File: config.mk
export PLATFORM = sky130hd
export DESIGN_NAME = dual_stream_merger
export DESIGN_NICKNAME = d
export VERILOG_FILES = /design/src/rtl/dsm_pkg.sv /design/src/rtl/dsm_interleave.sv /design/src/rtl/dsm_encode.sv /design/src/rtl/dsm_nrzi_ser.sv /design/src/rtl/dual_stream_merger.sv
export SDC_FILE = /design/constraint.sdc
export NUM_CORES = 1
export LEC_CHECK = 0
export BUFFER_PORTS_ARGS = -buffer_cell sky130_fd_sc_hd__buf_4
export CAP_MARGIN = 20
export CORE_MARGIN = 2
export CORE_UTILIZATION = 39
export DETAILED_ROUTE_END_ITERATION = 10
export GPL_ROUTABILITY_DRIVEN = 1
export HOLD_SLACK_MARGIN = 0.12
export PLACE_DENSITY = 0.58
export SETUP_SLACK_MARGIN = 0.1
export SLEW_MARGIN = 5
export SYNTH_ARGS = -nofsm -noshare
export SYNTH_HDL_FRONTEND = slang
export SYNTH_SLANG_ARGS = --single-unit
File: constraint.sdc
create_clock -name clk_i -period 1.6 [get_ports clk_i]
set_clock_uncertainty 0.1 [all_clocks]
set_input_delay 0.08 -clock clk_i [delete_from_list [all_inputs] [get_ports clk_i]]
set_output_delay 0.08 -clock clk_i [all_outputs]
set_load 0.1 [all_outputs]
File: src/rtl/dsm_pkg.sv
package dsm_pkg;
  localparam int NIB_W = 4;
  localparam int SYM_W = 5;
  localparam logic [NIB_W-1:0] FRAME_NIB  = 4'hA;
  // 10000 under NRZI yields five equal levels, matching the line substitution
  localparam logic [SYM_W-1:0] FRAME_CODE = 5'b10000;

  function automatic logic [SYM_W-1:0] enc_4b5b(input logic [NIB_W-1:0] n);
    logic [SYM_W-1:0] c;
    case (n)
      4'h0: c = 5'b11110;
      4'h1: c = 5'b01001;
      4'h2: c = 5'b10100;
      4'h3: c = 5'b10101;
      4'h4: c = 5'b01010;
      4'h5: c = 5'b01011;
      4'h6: c = 5'b01110;
      4'h7: c = 5'b01111;
      4'h8: c = 5'b10010;
      4'h9: c = 5'b10011;
      4'hA: c = 5'b10110;
      4'hB: c = 5'b10111;
      4'hC: c = 5'b11010;
      4'hD: c = 5'b11011;
      4'hE: c = 5'b11100;
      default: c = 5'b11101;
    endcase
    return c;
  endfunction
endpackage

File: src/rtl/dsm_interleave.sv
module dsm_interleave #(
  parameter int NIB_W = 4
) (
  input  logic             clk_i,
  input  logic             rst_ni,
  input  logic             in_en_i,
  input  logic             a_i,
  input  logic             b_i,
  output logic [NIB_W-1:0] nib_o,
  output logic             nib_vld_o
);
  localparam int PAIRS = NIB_W / 2;
  localparam int CW    = (PAIRS > 1) ? $clog2(PAIRS) : 1;

  logic [NIB_W-3:0] acc_q;
  logic [CW-1:0]    pair_q;
  logic [NIB_W-1:0] merged;

  // inverted B leads each pair
  assign merged = {acc_q, ~b_i, a_i};

  always_ff @(posedge clk_i or negedge rst_ni) begin
    if (!rst_ni) begin
      acc_q     <= '0;
      pair_q    <= '0;
      nib_o     <= '0;
      nib_vld_o <= 1'b0;
    end else begin
      nib_vld_o <= 1'b0;
      if (in_en_i) begin
        acc_q <= merged[NIB_W-3:0];
        if (pair_q == CW'(PAIRS-1)) begin
          pair_q    <= '0;
          nib_o     <= merged;
          nib_vld_o <= 1'b1;
        end else begin
          pair_q <= pair_q + 1'b1;
        end
      end
    end
  end


  nib_after_en_chk: assert property (@(posedge clk_i) disable iff (!rst_ni)
    nib_vld_o |-> $past(in_en_i));
endmodule

File: src/rtl/dsm_encode.sv
module dsm_encode
  import dsm_pkg::*;
#(
  parameter int NIB_W = 4,
  parameter int SYM_W = 5
) (
  input  logic             clk_i,
  input  logic             rst_ni,
  input  logic [NIB_W-1:0] nib_i,
  input  logic             nib_vld_i,
  output logic [SYM_W-1:0] sym_o
);
  logic [NIB_W-1:0] cur_q, nxt_q;
  logic [SYM_W-1:0] nxt_code;
  logic             frame;

  always_ff @(posedge clk_i or negedge rst_ni) begin
    if (!rst_ni) begin
      cur_q <= '0;
      nxt_q <= '0;
    end else if (nib_vld_i) begin
      cur_q <= nxt_q;
      nxt_q <= nib_i;
    end
  end

  assign nxt_code = enc_4b5b(nxt_q);
  // successor code starting with 1 puts the required neighbour level after the symbol
  assign frame    = (cur_q == FRAME_NIB) && nxt_code[SYM_W-1];
  assign sym_o    = frame ? FRAME_CODE : enc_4b5b(cur_q);


  lookahead_shift_chk: assert property (@(posedge clk_i) disable iff (!rst_ni)
    nib_vld_i |=> (cur_q == $past(nxt_q)));
endmodule

File: src/rtl/dsm_nrzi_ser.sv
module dsm_nrzi_ser #(
  parameter int SYM_W = 5
) (
  input  logic             clk_i,
  input  logic             rst_ni,
  input  logic             line_en_i,
  input  logic [SYM_W-1:0] sym_i,
  output logic             line_o
);
  localparam int CW = $clog2(SYM_W);

  logic [SYM_W-1:0] sr_q;
  logic [CW-1:0]    cnt_q;
  logic             lvl_q;
  logic             bit_now;

  assign bit_now = (cnt_q == '0) ? sym_i[SYM_W-1] : sr_q[SYM_W-1];

  always_ff @(posedge clk_i or negedge rst_ni) begin
    if (!rst_ni) begin
      sr_q  <= '0;
      cnt_q <= '0;
      lvl_q <= 1'b0;
    end else if (line_en_i) begin
      sr_q  <= (cnt_q == '0) ? {sym_i[SYM_W-2:0], 1'b0} : {sr_q[SYM_W-2:0], 1'b0};
      cnt_q <= (cnt_q == CW'(SYM_W-1)) ? '0 : cnt_q + 1'b1;
      lvl_q <= lvl_q ^ bit_now;
    end
  end

  assign line_o = lvl_q;


  zero_holds_chk: assert property (@(posedge clk_i) disable iff (!rst_ni)
    (line_en_i && !bit_now) |=> $stable(line_o));

  idle_hold_chk: assert property (@(posedge clk_i) disable iff (!rst_ni)
    !line_en_i |=> $stable(line_o));
endmodule

File: src/rtl/dual_stream_merger.sv
module dual_stream_merger
  import dsm_pkg::*;
(
  input  logic clk_i,
  input  logic rst_ni,
  input  logic in_en_i,
  input  logic a_i,
  input  logic b_i,
  input  logic line_en_i,
  output logic line_o
);
  logic [NIB_W-1:0] nib;
  logic             nib_vld;
  logic [SYM_W-1:0] sym;

  dsm_interleave #(.NIB_W(NIB_W)) u_ilv (
    .clk_i(clk_i), .rst_ni(rst_ni), .in_en_i(in_en_i),
    .a_i(a_i), .b_i(b_i), .nib_o(nib), .nib_vld_o(nib_vld)
  );

  dsm_encode #(.NIB_W(NIB_W), .SYM_W(SYM_W)) u_enc (
    .clk_i(clk_i), .rst_ni(rst_ni), .nib_i(nib),
    .nib_vld_i(nib_vld), .sym_o(sym)
  );

  dsm_nrzi_ser #(.SYM_W(SYM_W)) u_ser (
    .clk_i(clk_i), .rst_ni(rst_ni), .line_en_i(line_en_i),
    .sym_i(sym), .line_o(line_o)
  );

  // run-length monitor on emitted line levels
  logic       le_q, last_q;
  logic [2:0] run_q;
  always_ff @(posedge clk_i or negedge rst_ni) begin
    if (!rst_ni) begin
      le_q   <= 1'b0;
      last_q <= 1'b0;
      run_q  <= '0;
    end else begin
      le_q <= line_en_i;
      if (le_q) begin
        last_q <= line_o;
        if (line_o == last_q) run_q <= (run_q == 3'd7) ? run_q : run_q + 1'b1;
        else                  run_q <= 3'd1;
      end
    end
  end


  max_run_chk: assert property (@(posedge clk_i) disable iff (!rst_ni)
    run_q <= 3'd5);
endmodule

[Yosys cells after proc, flatten, opt, wreduce, memory -nomap -nowiden]
Memory sizes are Yosys's and may differ from the RTL's.
Index checks and enable logic that the tools add are counted.
Cells by class
  add/sub/neg operators: 2
  eq/ne operators: 2
  multiplexer cells: 7
  bitwise operators: 2
  reduce and logical (&&, ||, !) cells: 3
Operator list (count)
  $mux 5: 2
  $eq 4x4->1 const B: 1
  $mux 1: 4
  $add 3x1->3 const B: 1
  $eq 3x3->1 const B: 1
  $logic_not 3->1: 1
  $mux 3: 1
  $reduce_and 2->1: 1
  $add 1x1->1 const B: 1
  $logic_and 1x1->1: 1
  $not 1->1: 1
  $xor 1x1->1: 1
Storage, ports and cells
  bits in registers: 25
  memory bits (read-only): 160
  word-level logic and storage cells: 27
  memories kept: 2
Memory list
  (name not given): depth 16, bits a word 5, rd ports 1, clocked after Yosys merged registers in 0, write ports 0, line dsm_pkg.sv:10  | case (n)
  (name not given): depth 16, bits a word 5, rd ports 1, clocked after Yosys merged registers in 0, write ports 0, line dsm_pkg.sv:10

[Depth between registers and ports, before layout]
Gate-level depths: netlist of the first run.
  depth after elaboration: 5
  mapped depth: 7

[Cells and area by module]
A second synthesis of the first run with hierarchy kept.
Second synthesis, totals
  cells, all modules: 92
  area total of the unflattened synthesis: 1091.0 um2
By module, submodules not included
  dsm_nrzi_ser: times used 1, cells each 40, area each 395.4 um2, seq. area each 200.2 um2
  dsm_encode: times used 1, cells each 33, area each 387.9 um2, seq. area each 200.2 um2
  dsm_interleave: times used 1, cells each 19, area each 307.8 um2, seq. area each 200.2 um2

[Least setup slack after synthesis of the first run]
OpenSTA, ideal clock, no wires.
  path type: register to register
  from: reg u_ser.cnt_q[0]
  to: reg u_ser.sr_q[4]
  library setup time: 0.139 ns
  arrival: 1.208 ns
  slack: 0.152 ns
  cell stages (with the launch flop): 7
  cells stage by stage: dfrtp_1 > inv_1 > ha_1 > nand2b_4 > buf_6 > o311ai_0 > o21ai_0
Between the ends
  word-level cells in the longest chain between the ends: 2
Ends and longest elaborated chain
  from (decl): line dsm_nrzi_ser.sv:13  | logic [CW-1:0] cnt_q;
  from (signal assigned): line dsm_nrzi_ser.sv:26  | cnt_q <= (cnt_q == CW'(SYM_W-1)) ? '0 : cnt_q + 1'b1;
  $logic_not 3->1: line dsm_nrzi_ser.sv:25  | sr_q <= (cnt_q == '0) ? {sym_i[SYM_W-2:0], 1'b0} : {sr_q[SYM_W-2:0], 1'b0};
  $mux 5: line dsm_nrzi_ser.sv:25
  to (signal assigned): line dsm_nrzi_ser.sv:25
  to (decl): line dsm_nrzi_ser.sv:12  | logic [SYM_W-1:0] sr_q;
Every way passes these cells.
A chain may end at the register's enable or synchronous reset.

[Final worst setup path of the first run]
  from: reg u_ser.cnt_q[1]
  to: reg u_ser.sr_q[4]
Same word-level chain as after synthesis.

==> impl_metrics.ini, run 1 <==
[timing]
rsz0062_at_grt = false
final_max_slew_viol_count = 0
slew_headroom = 0.753
final.period_utilization = 0.894
worst_slack_ps = 170
setup_tns_ps = 0
setup_viol = 0
finalCriticalPeriod_ps = 1430
finalHoldViolations = 0
max_freq_mhz = 699
tightest_slew_ps = 365

[die]
start_util = 0.416
fp-row-count = 18
chipHeight_um = 55.9
coreArea_um2 = 2520
ios = 7
die_x_um = 55.9
fp.dieArea_um2 = 3120

[power_and_ir_drop]
irDropWorstVdd_mv = 1.13
p_leak_nw = 0.566
powerDensity_nw_per_um2 = 1860

[global_route]
met1_usage = 0.142
grtUsageTotal = 0.123
first_global_vias = 716
use_met3 = 0.0488
antenna_found_initial = 0
grt_busiest_layer = met2
grt_pass1_wl_mm = 3.03
grt_max_degree = 25
overflow = 0
grtUsageMet2 = 0.218

[final_layout]
diodes = 0
nNetsFinal = 119
register_area_um2 = 601
syn2layout_area_growth_pct = 21.5
multi_input_area_um2 = 428
fillCellCount = 233
drive_gt1_frac = 0.218

[synth]
synth_area_um2 = 1050
syn_nets = 104
ys.warnings.count = 0
ys_seq_area_frac = 0.572
synth_top_area_share = 0.572
synth_cell_types = 24
synthCells = 96
synth_area_leaders = dfrtp_1 (57%), mux2_2 (7.5%), o21ai_0 (6.2%)
syn_avg_cell_area_um2 = 10.9
ys_seq_elements = 24
yosysTopAreaCell = dfrtp_1

[worst_hold_path]
hp-class = register to register

[setup_path]
required_ps = 1700
max_stage_delay_ps = 410
cp-end-kind = register
critPathKind = register to register
crit_arrival_ps = 1530
cpMaxStageDelayCell = dfrtp_1
cp_max_fo = 9
path_cells = inv_1, ha_4, nand2b_4, o311ai_2, o21ai_0
cp-start-kind = register

[clocking]
cts_buffers = 3
cts_tree = yes
postCtsSetupBuffers = 0
clk_transition_reported_paths_ps = 130
cts_root_buf = clkbuf_4
numClockSinks = 24
htreeDepth = 1
clk_path_buf_depth = 2
clkLatencyLatePin_ps = 310

[place]
place.port_buffers = 6
gp_congestion = 0.712
place_ws_ps = 129
hpwl_mm = 1.08

[route]
wl_mm = 1.74
vias_per_cell = 4.99
first_pass_iters = 4
initialDrtViolationCount = 14
drc = 0
antenna_left = 0
wl_per_cell_um = 12.4
vias = 698

[job]
cap_violations = 0

[outcome]
status = finished clean
[placed cells by master, fill, tap and decap left out, drive strengths merged, types with 2 or more instances in the layout]
master and count:
a21oi 2, buf 6, clkbuf 3, dfrtp 24
dlygate4sd3 7, ha 2, inv 11, mux2 7
nand2 14, nand3 3, nor2 2, o21ai 13
o311ai 3, xnor2 2
[layer usage]
layer | part of all wire | wire length (um)
met4 | 0 | 0
met5 | 0 | 0
met2 | 0.49 | 845
met1 | 0.48 | 827
met3 | 0.037 | 65
[power breakdown]
group	switching [W]	internal [W]	total, W
Sequential	0.000223	0.000862	0.00108
Clock	0.000184	0.000253	0.000437
Combinational	0.000467	0.000386	0.000853
Total	0.000874	0.00150	0.00237
[through the flow]
stage	power, W	instance area (um2)	std cells	utilization	hold WS, ps
3_5_place_dp	0.00181	1110	129	0.440	-102
5_1_grt	0.00255	1270	140	0.505	380
4_1_cts	0.00228	1240	140	0.490	377
2_1_floorplan	0.00167	1050	96	-	-316
6_report	0.00237	1270	140	0.505	379
3_3_place_gp	0.00179	1110	129	0.440	-103
[sequential cells by signal (all words and copies together) (netlist names)]
| register | cells |
|---|---|
| u_enc.cur_q | 4 |
| u_ilv.pair_q | 1 |
| u_ser.sr_q | 4 |
| u_ilv.acc_q | 2 |
| u_enc.nxt_q | 4 |
| u_ser.cnt_q | 3 |
| u_ilv.nib_vld_o | 1 |
| u_ilv.nib_o | 4 |
| u_ser.line_o | 1 |
[area by class of cell]
class / count / area share
clock buffers: 3 / 0.0177
clock inverters: 1 / 0.0236
inverters: 11 / 0.0324
multi-input cells: 58 / 0.336
flip-flops and latches: 24 / 0.471
well taps: 30 / 0.0294
repair buffers: 13 / 0.0903
[path summary, 6_finish.rpt]
check | cells after the start | slack, ps | from | end
min | 1 | 380 | u_ilv.pair_q$_DFFE_PN0P_ | u_ilv.pair_q$_DFFE_PN0P_
max in group asynchronous | 3 | 550 | rst_ni | u_ilv.nib_o[2]$_DFFE_PN0P_
min reg2reg | 1 | 380 | u_ilv.pair_q$_DFFE_PN0P_ | u_ilv.pair_q$_DFFE_PN0P_
max | 5 | 170 | u_ser.cnt_q[1]$_DFFE_PN0P_ | u_ser.sr_q[4]$_DFFE_PN0P_
max reg2reg | 5 | 170 | u_ser.cnt_q[1]$_DFFE_PN0P_ | u_ser.sr_q[4]$_DFFE_PN0P_
min in group asynchronous | 3 | 610 | rst_ni | u_ser.sr_q[4]$_DFFE_PN0P_
[what timing repair did]
action,in CTS,in global routing
endpoints found under the hold margin,39,0
resized for setup,2,7
hold buffers,7,0
setup endpoints to repair,1,4
[cells by family (layout without fill, tap and decap cells)]
logic type / Yosys count / in the layout / synth area share
AO/OA/AOI/OAI: 23 / 23 / 0.139
buffers and inverters: 14 / 28 / 0.0596
adder cells (fa/ha/maj): 2 / 2 / 0.0238
multiplexers: 8 / 8 / 0.0846
flip-flops: 24 / 24 / 0.572
AND/OR/NAND/NOR: 22 / 22 / 0.0953
XOR/XNOR: 3 / 3 / 0.0250
[cells in the mapped netlist (all sizes together)]
cell,instances
nor3,1
o221ai,1
o21ai,13
a31oi,1
xor2,1
dfrtp,24
mux2i,1
nor2,2
nand2b,1
o22ai,1
nor2b,1
ha,2
o311ai,3
buf,3
inv,11
nand2,14
a21oi,2
a21o,1
a41oi,1
nand3,3
xnor2,2
mux2,7
[worst max-delay path: cells and delay by family, from the launching register on]
| family | cells | cell delay [ps] |
|---|---|---|
| AO/OA/AOI/OAI | 2 | 430 |
| adder cells (fa/ha/maj) | 1 | 160 |
| buffers and inverters | 1 | 110 |
| flip-flops | 1 | 410 |
| AND/OR/NAND/NOR | 1 | 100 |
Note: power is estimated with default switching activity, not from simulation.
==> inputs of run 2 (changes only) <==
--- a/config.mk
+++ b/config.mk
@@ -7,12 +7,14 @@
 export LEC_CHECK = 0
 export BUFFER_PORTS_ARGS = -buffer_cell sky130_fd_sc_hd__buf_4
 export CAP_MARGIN = 20
+export CELL_PAD_IN_SITES_DETAIL_PLACEMENT = 0
+export CELL_PAD_IN_SITES_GLOBAL_PLACEMENT = 1
 export CORE_MARGIN = 2
 export CORE_UTILIZATION = 39
 export DETAILED_ROUTE_END_ITERATION = 10
 export GPL_ROUTABILITY_DRIVEN = 1
 export HOLD_SLACK_MARGIN = 0.12
-export PLACE_DENSITY = 0.58
+export PLACE_DENSITY = 0.69
 export SETUP_SLACK_MARGIN = 0.1
 export SLEW_MARGIN = 5
 export SYNTH_ARGS = -nofsm -noshare
==> run 2 against run 1 <==
Count of clock-buffer cells in the layout is the same. Wire length decreased by 9.6%. Global-route usage down 0.41 points. Register-to-register slack hardly changed. Highest routed layer unchanged. Critical path type unchanged. Cell count stayed put. Largest power group unchanged. Hold slack lost 3.0 ps.
==> impl_metrics.ini, run 2 (synthesized netlist as in run 1, its figures left out) <==
[clocking]
htreeDepth = 1
cts_root_buf = clkbuf_4
clk_transition_reported_paths_ps = 130
numClockSinks = 24
cts_tree = yes
cts_buffers = 3
clk_path_buf_depth = 2
clkLatencyLatePin_ps = 310

[final_layout]
syn2layout_area_growth_pct = 17.8
drive_gt1_frac = 0.182
layout_commonest_cell = dfrtp_1
diodes = 0
nNetsFinal = 119
fin_util = 0.490
mostFrequentLayoutCells = dfrtp_1 (24), nand2_1 (14), o21ai_0 (12)

[setup_path]
path_cells = inv_1, ha_2, nand2b_4, o311ai_0, o21ai_1
required_ps = 1700
cpMaxStageDelayCell = dfrtp_1
cp_max_fo = 9
max_stage_delay_ps = 400
cp-start-kind = register
startpoint = u_ser.cnt_q[0]$_DFFE_PN0P_
r2r-end = u_ser.sr_q[4]$_DFFE_PN0P_
rr_startpoint = u_ser.cnt_q[0]$_DFFE_PN0P_
cp-end-kind = register
reg2reg_depth = 5
crit_arrival_ps = 1530
critPathKind = register to register
rrSetupSlack_ps = 170

[global_route]
grtUsageTotal = 0.119
overflow = 0
grt_pass1_wl_mm = 2.93
first_global_vias = 669
antenna_found_initial = 0
grt_max_degree = 25

[route]
wl_mm = 1.57
drc = 0
antenna_left = 0
first_pass_iters = 2
vias_per_cell = 4.78
initialDrtViolationCount = 13
vias = 669
wl_per_cell_um = 11.2

[timing]
finalHoldViolations = 0
final.period_utilization = 0.893
setup_tns_ps = 0
rsz0062_at_grt = true
finalCriticalPeriod_ps = 1430
slew_headroom = 0.771
tightest_slew_ps = 343
max_freq_mhz = 700
final_max_slew_viol_count = 0
setup_viol = 0

[power_and_ir_drop]
p_leak_nw = 0.561
powerDensity_nw_per_um2 = 1820
irDropWorstVdd_mv = 1.36

[die]
coreArea_um2 = 2520
chipHeight_um = 55.9
fp.dieArea_um2 = 3120
die_x_um = 55.9
start_util = 0.416
fp-row-count = 18
ios = 7

[place]
hpwl_mm = 1.06
place.port_buffers = 6
gp_congestion = 0.689

[worst_hold_path]
hp-class = register to register
hp-start = u_ilv.pair_q$_DFFE_PN0P_
min_to = u_ilv.pair_q$_DFFE_PN0P_
worstHoldPathCells = 1

[job]
cap_violations = 0

[outcome]
status = finished clean
==> run 2: cell counts in the layout (fill, tap and decap cells not counted) <==
No cell type changed its count.
==> run 2: worst max path at each step <==
stage	to	slack [ps]	cells past startpoint
after floorplan	u_ser.sr_q[4]$_DFFE_PN0P_	150	6
after global placement	u_ser.sr_q[4]$_DFFE_PN0P_	170	5
after detailed placement	u_ser.sr_q[4]$_DFFE_PN0P_	150	5
after CTS	u_ser.sr_q[4]$_DFFE_PN0P_	100	5
after global routing	u_ser.sr_q[2]$_DFFE_PN0P_	70	6
final	u_ser.sr_q[4]$_DFFE_PN0P_	170	5
==> run 2: what timing repair did <==
action | in CTS | in global routing
buffers inserted | 0 | 0
endpoints found under the hold margin | 39 | 0
resized for setup | 0 | 2
hold buffers | 7 | 0
setup endpoints to repair | 0 | 4
==> run 2: power breakdown <==
part	total, W	internal (W)	switching (W)	leakage, nW
clock	0.000435	0.000253	0.000182	0.0279
combinational	0.000747	0.000345	0.000402	0.237
sequential	0.00106	0.000862	0.000202	0.296
total	0.00225	0.00146	0.000786	0.561
==> run 2: critical path, delay by kind of cell (launching register included) <==
| kind | cells | cell delay, ps |
|---|---|---|
| and+or+nand+nor | 1 | 100 |
| AOI/OAI and AO/OA | 2 | 400 |
| adders and majority gates | 1 | 220 |
| DFF | 1 | 400 |
| buffers and inverters | 1 | 90 |
==> run 2: cell type report <==
type / count / area (um2)
Fill cell: 234 / 1290
Sequential cell: 24 / 601
Multi-Input combinational cell: 58 / 389
Timing Repair Buffer: 13 / 115
Inverter: 11 / 41.3
Tap cell: 30 / 37.5
Clock inverter: 1 / 30.0
Clock buffer: 3 / 22.5
==> run 2: metal layers <==
metal | track usage | wire [um] | vias to the layer above
li1 | - | - | 349
met4 | 0.0102 | 0 | 0
met3 | 0.0488 | 62 | 0
met5 | 0 | 0 | -
met1 | 0.164 | 842 | 310
met2 | 0.184 | 665 | 10
==> run 2: through the flow <==
stage	power [W]	area, um2	instances	setup WS, ps	hold slack, ps
2_1_floorplan	0.00167	1050	96	152	-316
3_3_place_gp	0.00179	1110	129	173	-101
3_5_place_dp	0.00181	1110	129	153	-99.0
4_1_cts	0.00227	1230	140	104	370
5_1_grt	0.00243	1240	140	72.6	379
6_report	0.00225	1240	140	171	376
